==> src/rtl/cursor_ovl_pkg.sv <==
package cursor_ovl_pkg;

  typedef enum logic [1:0] {
    ACT_COL0 = 2'd0,
    ACT_COL1 = 2'd1,
    ACT_PASS = 2'd2,
    ACT_INV  = 2'd3
  } cur_act_e;

  // Every pixel pair = 2'b10 -> transparent
  localparam logic [7:0] BYTE_ALL_PASS = 8'hAA;

  // Meaning of a 2-bit shape code under the given mode
  function automatic cur_act_e decode_code(input logic mode, input logic [1:0] code);
    cur_act_e a;
    case (code)
      2'd0:    a = ACT_COL0;
      2'd1:    a = ACT_COL1;
      2'd2:    a = ACT_PASS;
      default: a = mode ? ACT_PASS : ACT_INV;
    endcase
    return a;
  endfunction

  // Pixel n of a byte sits in bits 2n+1:2n
  function automatic logic [1:0] pick_slot(input logic [7:0] b, input logic [1:0] slot);
    return b[{slot, 1'b0} +: 2];
  endfunction

endpackage

==> src/rtl/cursor_bitmap.sv <==
module cursor_bitmap #(
  parameter int BYTES = 256,
  localparam int AW = $clog2(BYTES)
) (
  input  logic          clk,
  input  logic          rst_n,
  input  logic          host_wr,
  input  logic [AW-1:0] host_addr,
  input  logic [7:0]    host_data,
  input  logic          ib_wr,
  input  logic [AW-1:0] ib_addr,
  input  logic [7:0]    ib_data,
  input  logic [AW-1:0] rd_addr,
  output logic [7:0]    rd_byte
);
  import cursor_ovl_pkg::*;

  logic [7:0] mem [BYTES];

  // In-band writer has priority over the host
  logic          wr_en;
  logic [AW-1:0] wr_addr;
  logic [7:0]    wr_data;

  always_comb begin
    wr_en   = ib_wr | host_wr;
    wr_addr = ib_wr ? ib_addr : host_addr;
    wr_data = ib_wr ? ib_data : host_data;
  end

  always_ff @(posedge clk) begin
    if (!rst_n) begin
      for (int i = 0; i < BYTES; i++) mem[i] <= BYTE_ALL_PASS;
    end else if (wr_en) begin
      mem[wr_addr] <= wr_data;
    end
  end

  assign rd_byte = mem[rd_addr];

  assert_host_store_R8: assert property (@(posedge clk) disable iff (!rst_n)
    (host_wr && !ib_wr) |=> mem[$past(host_addr)] == $past(host_data));

  assert_inband_wins_R11: assert property (@(posedge clk) disable iff (!rst_n)
    ib_wr |=> mem[$past(ib_addr)] == $past(ib_data));

endmodule

==> src/rtl/cursor_loader.sv <==
module cursor_loader #(
  parameter int LUT_BYTES = 768,
  parameter int BMP_BYTES = 256,
  localparam int END_IDX = LUT_BYTES + BMP_BYTES,
  localparam int CW = $clog2(END_IDX + 1),
  localparam int AW = $clog2(BMP_BYTES)
) (
  input  logic          clk,
  input  logic          rst_n,
  input  logic          ib_sol,
  input  logic          ib_upload,
  input  logic          ib_valid,
  input  logic [7:0]    ib_byte,
  output logic          wr_o,
  output logic [AW-1:0] addr_o,
  output logic [7:0]    data_o
);

  localparam logic [CW-1:0] LUT_C  = CW'(LUT_BYTES);
  localparam logic [CW-1:0] LAST_C = CW'(END_IDX - 1);

  logic          armed;
  logic [CW-1:0] cnt;
  logic [CW-1:0] idx;
  logic [CW-1:0] rel;
  logic          live;
  logic          take;

  always_comb begin
    idx  = ib_sol ? '0 : cnt;
    live = ib_sol ? ib_upload : armed;
    take = ib_valid && live;
    rel  = idx - LUT_C;
  end

  assign wr_o   = take && (idx >= LUT_C);
  assign addr_o = rel[AW-1:0];
  assign data_o = ib_byte;

  always_ff @(posedge clk) begin
    if (!rst_n) begin
      armed <= 1'b0;
      cnt   <= '0;
    end else begin
      if (ib_sol) begin
        armed <= ib_upload;
        cnt   <= '0;
      end
      if (take) begin
        cnt <= idx + 1'b1;
        if (idx == LAST_C) armed <= 1'b0;
      end
    end
  end

  // Stores per upload line, for the bound check
  logic [AW:0] stores;
  always_ff @(posedge clk) begin
    if (!rst_n)      stores <= '0;
    else if (ib_sol) stores <= {{AW{1'b0}}, wr_o};
    else if (wr_o)   stores <= stores + 1'b1;
  end

  assert_store_bound_R9: assert property (@(posedge clk) disable iff (!rst_n)
    stores <= (AW+1)'(BMP_BYTES));

  assert_no_write_unarmed_R10: assert property (@(posedge clk) disable iff (!rst_n)
    (ib_sol && !ib_upload) ##1 !ib_sol |-> !wr_o);

endmodule

==> src/rtl/cursor_hit.sv <==
module cursor_hit #(
  parameter int POS_W = 12,
  parameter int CUR   = 32,
  localparam int CB  = $clog2(CUR),
  localparam int AW  = 2 * CB - 2
) (
  input  logic [POS_W-1:0] pix_x,
  input  logic [POS_W-1:0] pix_y,
  input  logic [POS_W-1:0] cur_x,
  input  logic [POS_W-1:0] cur_y,
  input  logic             active,
  input  logic             cur_en,
  output logic             hit,
  output logic [AW-1:0]    byte_addr,
  output logic [1:0]       slot
);

  // Offset inside the window; bit POS_W flags a negative difference
  function automatic logic [POS_W:0] offset(input logic [POS_W-1:0] p, input logic [POS_W-1:0] o);
    return {1'b0, p} - {1'b0, o};
  endfunction

  function automatic logic inside_win(input logic [POS_W:0] d);
    return !d[POS_W] && (d < (POS_W+1)'(CUR));
  endfunction

  logic [POS_W:0] dx, dy;

  always_comb begin
    dx        = offset(pix_x, cur_x);
    dy        = offset(pix_y, cur_y);
    hit       = active && cur_en && inside_win(dx) && inside_win(dy);
    byte_addr = {dy[CB-1:0], dx[CB-1:2]};
    slot      = dx[1:0];
  end

endmodule

==> src/rtl/cursor_mixer.sv <==
module cursor_mixer #(
  parameter int PIX_W = 24
) (
  input  logic             clk,
  input  logic             rst_n,
  input  logic             valid,
  input  logic [PIX_W-1:0] pix,
  input  logic             hit,
  input  logic [1:0]       code,
  input  logic             mode,
  input  logic [PIX_W-1:0] col0,
  input  logic [PIX_W-1:0] col1,
  output logic             out_valid,
  output logic [PIX_W-1:0] out_pix
);
  import cursor_ovl_pkg::*;

  cur_act_e         act;
  logic [PIX_W-1:0] mixed;

  always_comb begin
    act = hit ? decode_code(mode, code) : ACT_PASS;
    case (act)
      ACT_COL0: mixed = col0;
      ACT_COL1: mixed = col1;
      ACT_INV:  mixed = ~pix;
      default:  mixed = pix;
    endcase
  end

  always_ff @(posedge clk) begin
    if (!rst_n) begin
      out_valid <= 1'b0;
      out_pix   <= '0;
    end else begin
      out_valid <= valid;
      out_pix   <= mixed;
    end
  end

  assert_valid_follows_R2: assert property (@(posedge clk) disable iff (!rst_n)
    1'b1 |=> out_valid == $past(valid));

  assert_uncovered_pass_R3: assert property (@(posedge clk) disable iff (!rst_n)
    !hit |=> out_pix == $past(pix));

  assert_mode1_code3_pass_R7: assert property (@(posedge clk) disable iff (!rst_n)
    (hit && mode && code == 2'd3) |=> out_pix == $past(pix));

  assert_mode0_code3_inv_R6: assert property (@(posedge clk) disable iff (!rst_n)
    (hit && !mode && code == 2'd3) |=> out_pix == ~$past(pix));

endmodule

==> src/rtl/cursor_overlay.sv <==
module cursor_overlay #(
  parameter int PIX_W     = 24,
  parameter int POS_W     = 12,
  parameter int LUT_BYTES = 768
) (
  input  logic             clk,
  input  logic             rst_n,
  input  logic             pix_valid,
  input  logic [PIX_W-1:0] pix_in,
  input  logic [POS_W-1:0] pix_x,
  input  logic [POS_W-1:0] pix_y,
  input  logic             active,
  input  logic             cur_en,
  input  logic [POS_W-1:0] cur_x,
  input  logic [POS_W-1:0] cur_y,
  input  logic             cur_mode,
  input  logic [PIX_W-1:0] cur_col0,
  input  logic [PIX_W-1:0] cur_col1,
  input  logic             host_wr,
  input  logic [7:0]       host_addr,
  input  logic [7:0]       host_data,
  input  logic             ib_sol,
  input  logic             ib_upload,
  input  logic             ib_valid,
  input  logic [7:0]       ib_byte,
  output logic             pix_out_valid,
  output logic [PIX_W-1:0] pix_out
);
  import cursor_ovl_pkg::*;

  localparam int CUR   = 32;
  localparam int BYTES = CUR * CUR / 4;
  localparam int AW    = $clog2(BYTES);

  logic          ld_wr;
  logic [AW-1:0] ld_addr;
  logic [7:0]    ld_data;
  logic          hit;
  logic [AW-1:0] rd_addr;
  logic [1:0]    slot;
  logic [7:0]    rd_byte;
  logic [1:0]    code;

  cursor_loader #(.LUT_BYTES(LUT_BYTES), .BMP_BYTES(BYTES)) u_loader (
    .clk(clk), .rst_n(rst_n),
    .ib_sol(ib_sol), .ib_upload(ib_upload), .ib_valid(ib_valid), .ib_byte(ib_byte),
    .wr_o(ld_wr), .addr_o(ld_addr), .data_o(ld_data)
  );

  cursor_bitmap #(.BYTES(BYTES)) u_bitmap (
    .clk(clk), .rst_n(rst_n),
    .host_wr(host_wr), .host_addr(host_addr), .host_data(host_data),
    .ib_wr(ld_wr), .ib_addr(ld_addr), .ib_data(ld_data),
    .rd_addr(rd_addr), .rd_byte(rd_byte)
  );

  cursor_hit #(.POS_W(POS_W), .CUR(CUR)) u_hit (
    .pix_x(pix_x), .pix_y(pix_y), .cur_x(cur_x), .cur_y(cur_y),
    .active(active), .cur_en(cur_en),
    .hit(hit), .byte_addr(rd_addr), .slot(slot)
  );

  assign code = pick_slot(rd_byte, slot);

  cursor_mixer #(.PIX_W(PIX_W)) u_mixer (
    .clk(clk), .rst_n(rst_n),
    .valid(pix_valid), .pix(pix_in), .hit(hit), .code(code), .mode(cur_mode),
    .col0(cur_col0), .col1(cur_col1),
    .out_valid(pix_out_valid), .out_pix(pix_out)
  );

  assert_disabled_pass_R4: assert property (@(posedge clk) disable iff (!rst_n)
    !cur_en |=> pix_out == $past(pix_in));

  assert_clipped_pass_R3: assert property (@(posedge clk) disable iff (!rst_n)
    !active |=> pix_out == $past(pix_in));

endmodule

==> config.mk <==
export PLATFORM = sky130hd
export DESIGN_NAME = cursor_overlay
export DESIGN_NICKNAME = d
export VERILOG_FILES = /design/src/rtl/cursor_ovl_pkg.sv /design/src/rtl/cursor_bitmap.sv /design/src/rtl/cursor_loader.sv /design/src/rtl/cursor_hit.sv /design/src/rtl/cursor_mixer.sv /design/src/rtl/cursor_overlay.sv
export SDC_FILE = /design/constraint.sdc
export NUM_CORES = 2
export LEC_CHECK = 0
export ABC_CLOCK_PERIOD_IN_PS = 4200
export CORE_MARGIN = 5
export CORE_UTILIZATION = 35
export CTS_CLUSTER_SIZE = 25
export DETAILED_ROUTE_END_ITERATION = 6
export DONT_BUFFER_PORTS = 1
export GPL_TIMING_DRIVEN = 1
export SLEW_MARGIN = 20
export SYNTH_ARGS = -nofsm -noshare
export SYNTH_HDL_FRONTEND = slang
export SYNTH_SLANG_ARGS = --single-unit
==> constraint.sdc <==
create_clock -name clk -period 4.2 [get_ports clk]
set_input_delay 0.42 -clock clk [delete_from_list [all_inputs] [get_ports clk]]
set_output_delay 0.42 -clock clk [all_outputs]
set_load 0.01 [all_outputs]
# After elaboration in Yosys (flattened, before gate mapping)
# Memory sizes are Yosys's and may differ from the RTL's.
# Cells that the tools add are included.
[totals]
register_bits = 37
ram_bits = 2048
output_inout_bits = 25
elab_cells = 50
mem_count = 1
[classes]
addsub = 4
magnitude_cmp = 3
eq_ne = 5
n_shift = 1
mux = 18
n_bitwise = 2
reduce_logical = 12
[mem_list]
columns = ["memory", "words", "word_bits", "rd", "rd_clocked_by_memory_dff", "write_ports", "line_no", "source"]
rows = [
  ["u_bitmap.mem", 256, 8, 1, 0, 256, "cursor_bitmap.sv:18", "logic [7:0] mem [BYTES];"],
]
[op_table]
columns = ["cell", "count"]
rows = [
  ["24-bit one-hot mux with 3 select lines", 1],
  ["8-bit 2-to-1 mux", 4],
  ["13-bit by 6-bit less-than comparator with 1-bit output, second input constant", 2],
  ["12-bit by 12-bit subtractor with 13-bit output", 2],
  ["24-bit inverter", 1],
  ["11-bit 2-to-1 mux", 2],
  ["11-bit by 1-bit adder with 11-bit output, second input constant", 1],
  ["11-bit by 10-bit equality test with 1-bit output, second input constant", 1],
  ["11-bit by 10-bit greater-or-equal comparator with 1-bit output, second input constant", 1],
  ["1-bit 2-to-1 mux", 9],
  ["8-bit OR reduction", 1],
  ["8-bit by 4-bit variable part select with 2-bit output", 1],
  ["8-bit by 1-bit subtractor with 8-bit output, second input constant", 1],
  ["1-bit logical AND", 7],
  ["2-bit one-hot mux with 3 select lines", 1],
  ["2-bit by 1-bit equality test with 1-bit output, second input constant", 2],
  ["2-bit equality test, second input constant", 2],
  ["2-bit zero test", 2],
  ["1-bit zero test", 2],
  ["2-bit 2-to-1 mux", 1],
  ["1-bit OR", 1],
]

# Depth between registers and ports, before layout
[depth]
ltp_word = 9
depth_mapped = 23
ltp_nobuf = 16

# Modules after synthesis
# A second synthesis with hierarchy kept.
[unflattened]
hier_cells = 7198
area_unflattened_um2 = 94376.8
[modules_own_cells]
columns = ["mod", "n_inst", "cells_each", "area_per_inst_um2", "seq_area_each_um2"]
rows = [
  ["cursor_bitmap", 1, 6776, 90789.6, 61499.0],
  ["cursor_mixer", 1, 143, 1512.7, 500.5],
  ["cursor_hit", 1, 185, 1272.5, 0.0],
  ["cursor_loader", 1, 92, 749.5, 240.2],
  ["cursor_overlay", 1, 2, 52.6, 0.0],
]

# Least setup slack after synthesis
# Ideal clock, no wire load.
[synth_timing]
kind = "input-to-reg"
start = "input pix_x[0]"
end = "register u_mixer.out_pix[10]"
setup_ps = 116
arrival_time_ps = 4469
t_required_ps = 4084
setup_slack_ps = -385
stages = 19
path_buffers = 5
cell_sequence = "inv_1 -> ha_1 -> fa_1 -> nand2b_1 -> a21o_1 -> buf_6 -> xnor2_4 -> buf_4 -> buf_2 -> mux4_2 -> mux4_2 -> o211ai_1 -> o2bb2ai_1 -> nand4b_4 -> or3_1 -> buf_2 -> buf_6 -> a221o_1 -> o211a_1"
[synth_via]
elab_chain_len = 8
elab_cells_between_ends = 17
classes_between = "add/sub (1); order compare (1); eq/ne (4); shift (1); mux (3); reduce/logical (6); memory (1)"
[synth_lines]
columns = ["element", "line_no", "source"]
rows = [
  ["start: declaration", "cursor_overlay.sv:10", "input logic [POS_W-1:0] pix_x,"],
  ["12-bit by 12-bit subtractor with 13-bit output *", "cursor_hit.sv:20", "return {1'b0, p} - {1'b0, o};"],
  ["memory 256 x 8 bit (tied with other cells)", "-", ""],
  ["8-bit by 4-bit variable part select with 2-bit output / 1-bit logical AND (equally long branches)", "cursor_ovl_pkg.sv:27, cursor_hit.sv:24", ""],
  ["2-bit equality test (tied with other cells)", "cursor_ovl_pkg.sv:16", "case (code)"],
  ["2-bit one-hot mux with 3 select lines / 1-bit logical AND (equally long branches)", "cursor_ovl_pkg.sv:16, cursor_hit.sv:32", ""],
  ["2-bit 2-to-1 mux *", "cursor_mixer.sv:22", "act = hit ? decode_code(mode, code) : ACT_PASS;"],
  ["2-bit equality test (tied with other cells)", "cursor_mixer.sv:23", "case (act)"],
  ["24-bit one-hot mux with 3 select lines *", "cursor_mixer.sv:23", ""],
  ["end signal: assignment", "cursor_mixer.sv:37", "out_pix <= mixed;"],
  ["end: declaration", "cursor_mixer.sv:14", "output logic [PIX_W-1:0] out_pix"],
]
# Mark *: on every way between the ends. The rest lies on a longest branch, timed or not.
# A chain may end at the register's enable or synchronous reset.

# Worst setup path after layout
[layout_timing]
start = "input pix_x[0]"
end = "register u_mixer.out_pix[7]"
# Same word-level chain as after synthesis.

==> flow_summary.toml <==
[place]
dp_cells = 11948
dpl.hpwl_mm = 288
gp_congestion = 1.02
dp_slack_ps = -1500
port_buffers = 0

[sta]
finalSetupViolations = 24
maxSlewViolCount = 25
finalHoldViolCount = 0
period_minus_slack_ps = 4620
fmax_mhz = 217
setup_slack_ps = -417
relSlewSlack = -0.00720
finalClockSkew_ps = 38.1
finalCritPeriodShare = 1.10
hold_ws_ps = 31.2
tightest_slew_ps = 1510
setup-tns-final_ps = -8570
rsz0062_at_grt = "yes"

[yosys]
syn-num-nets = 8060
synth-edff-count = 2048
synth_cell_types = 85
synth_compound_area_frac = 0.0480
synth-main-ff-cell = "edfxtp_1"
synth_area_leaders = "edfxtp_1, nand2_1, mux4_2"
yosys_warnings = 0
synth_top_family_by_area = "simple AND/OR/NAND/NOR gates"
avgSynthCellArea_um2 = 12.0
synthMuxAreaShare = 0.0886
synth-simple-area-share = 0.165
netlist_area_um2 = 94700
ys_seq_elements = 2085
synthXorXnorAreaFrac = 0.00350
syn_inst = 7877
netlist.area_leader.share = 0.649
seq_area_frac_synth = 0.657
synthAdderAreaFrac = 0.00399
yosysTopAreaCell = "edfxtp_1"
synthArstFlopShare = 0

[setup_path]
cp.required_ps = 4970
cp_cell_sequence = "inv_12 -> ha_4 -> fa_2 -> nand2b_4 -> a21o_4 -> xnor2_4 -> buf_12 -> buf_16 -> buf_12 -> buf_8 -> buf_8 -> mux4_2 -> mux2i_4 -> a32oi_2 -> nand4_1 -> nand4_1 -> o22a_4 -> buf_12 -> a2111oi_4 -> buf_4 -> buf_8 -> or2b_1 -> o211a_1"
crit_arrival_ps = 5390
crit_fanout = 8
crit_type = "primary input to flip-flop"
cp-end-kind = "flip-flop"
crit_path_start_kind = "primary input"
path_buf_inv = 9
worstReg2RegStart = "u_loader.armed"
cpMaxStageDelayCell = "nand4_1"
r2r-end = "u_bitmap.mem[151][2]"
crit_family = "simple AND/OR/NAND/NOR gates"
reg2reg_depth = 10
ff2ff_setup_slack_ps = 150
cp_slowest_stage_delay_ps = 660

[final_layout]
nFillCells = 24726
finalNonFillerCells = 12572
areaGrowthSynthToFinish_pct = 24.0
multi_input_area_um2 = 30400
seqCellArea_um2 = 62200
utilization = 0.435
drive_gt1_frac = 0.228
nets = 8969
layout_common_cells = "nand2_1, edfxtp_1, nor2_1"
final_common_cell = "nand2_1"

[die]
start_util = 0.351
io_pins = 179
dieArea_um2 = 281000
die_height_um = 530
num_rows = 191
coreArea_um2 = 270000
die_w_um = 530

[run_status]
violations = "DRC, slew limit, setup timing"
run_status = "finished, violations left"

[routing]
wl_mm = 419
detail-route-antenna-nets = 0
post-route-drc-count = 6
wire_per_inst_um = 33.4
drt_pass1_iterations = 7
dr.first_iter.drc_count = 13172
vias = 76380
viasPerCell = 6.08

[power_and_ir_drop]
intPower_uw = 38900
swShare = 0.299
vdd_ir_drop_max_mv = 0.450
p_clk_frac = 0.348
power_frac_seq = 0.424
leakage_uw = 0.0400
power.density_nw_per_um2 = 473
comb_power_share = 0.227
net-switching-power_uw = 16600

[clock_network]
clk_path_buf_depth = 3
htree_levels = 4
path_clk_slew_ps = 60
tritoncts = "done"
cts_made_buffers = 216
cts_root_buf = "clkbuf_16"
clkLatencyLatePin_ps = 910
clock-sinks = 2085

[global_route]
antenna_found_initial = 32
grt_max_degree = 207
grt_pass1_wl_mm = 573
grt_overflow_total = 0
grt_pass1_vias = 72825
grt_use_total = 0.289

[worst_hold_path]
min_path_type = "primary input to flip-flop"
min_from = "host_data[5]"
hold_end = "u_bitmap.mem[58][5]"
hold_depth = 3

[flow_run]
max_cap_violations = 0
-- logic make-up (layout without fill, tap and decap cells) --
kind of cell / after synthesis / after routing
multiplexers: 447 / 447
AO/OA/AOI/OAI: 670 / 670
AND/OR/NAND/NOR: 3921 / 3921
XOR/XNOR: 31 / 31
other: 0 / 30
buffers and inverters: 694 / 1789
adder cells (fa/ha/maj): 29 / 29
flip-flops: 2085 / 2085
-- cell usage after synthesis, types with 8 or more instances --
| cell | n |
|---|---|
| mux4_2 | 302 |
| o21ai_0 | 164 |
| xnor2_1 | 13 |
| ha_1 | 27 |
| nand4_1 | 55 |
| a32oi_1 | 59 |
| a31oi_1 | 78 |
| buf_4 | 38 |
| clkbuf_1 | 415 |
| a21o_1 | 13 |
| nor2_1 | 1322 |
| nor2b_1 | 8 |
| o211a_1 | 26 |
| dfxtp_1 | 37 |
| or3_1 | 8 |
| edfxtp_1 | 2048 |
| a221o_1 | 23 |
| xor2_1 | 13 |
| or2b_1 | 11 |
| buf_1 | 57 |
| o31a_1 | 10 |
| nor3_1 | 34 |
| nor4_1 | 42 |
| inv_1 | 38 |
| nand2b_1 | 29 |
| mux2i_1 | 131 |
| a311oi_1 | 9 |
| and3_1 | 10 |
| o22ai_1 | 67 |
| nand3_1 | 236 |
| nand2_1 | 2133 |
| a211oi_1 | 10 |
| buf_6 | 46 |
| a21oi_1 | 98 |
| o31ai_1 | 17 |
| mux4_1 | 8 |
| buf_2 | 96 |
-- tightest hold or removal path, stage by stage --
cell	delay [ps]
mux2i_4	150
buf_4	190
nand2_1	60
-- metrics by stage --
stage / instance area [µm²] / total power [µW]
after CTS: 116000 / 54500
final: 117000 / 55500
after global routing: 117000 / 56400
after global placement: 107000 / 35000
after detailed placement: 107000 / 35000
after floorplan: 94900 / 29000
-- registers in the layout, summed over array words and instances (netlist names) --
| name | cells |
|---|---|
| u_mixer.out_pix | 24 |
| u_loader.armed | 1 |
| u_loader.cnt | 11 |
| u_bitmap.mem | 2048 |
| u_mixer.out_valid | 1 |
-- layer usage --
metal / track usage / wire length, µm / up-vias
met5: 0 / 274 / -
met4: 0.197 / 34300 / 20
met3: 0.0972 / 63900 / 1480
met2: 0.418 / 178000 / 6863
met1: 0.368 / 143000 / 37930
li1: - / - / 30087
-- power by group through the flow --
stage                     registers [µW]  clock network, µW  logic [µW]
after global routing               23600              20200       12600
after floorplan                    23900                  0        5080
after detailed placement           24000                  0       11100
final                              23600              19300       12600
after global placement             24000                  0       11000
after CTS                          23600              19300       11600
-- timing repair --
item / in CTS / in global routing
setup buffers: 31 / 57
resized for setup: 83 / 95
endpoints found under the setup margin: 24 / 24
pin swaps: 34 / 26
cloned: 6 / 6
hold buffers: 95 / 1
endpoints found under the hold margin: 197 / 1
-- cell type report --
cell class,instances,share of cell area
flip-flops and latches,2085,0.530
multi-input cells,5098,0.259
repair buffers,1346,0.112
clock buffers,253,0.0474
well taps,3570,0.0380
clock inverters,151,0.0119
inverters,39,0.00135
diodes,30,0.000639
-- how the worst max path moves through the flow --
stage,startpoint,end,cells after the start,slack [ps]
after floorplan,pix_x[0],u_mixer.out_pix[10],19,-220
after global placement,pix_x[0],u_mixer.out_pix[17],19,-1510
after detailed placement,pix_x[0],u_mixer.out_pix[0],19,-1500
after CTS,pix_x[0],u_mixer.out_pix[19],25,-20
after global routing,pix_x[0],u_mixer.out_pix[7],23,-350
final,pix_x[0],u_mixer.out_pix[7],23,-420
Note: power is estimated with default switching activity, not from simulation.
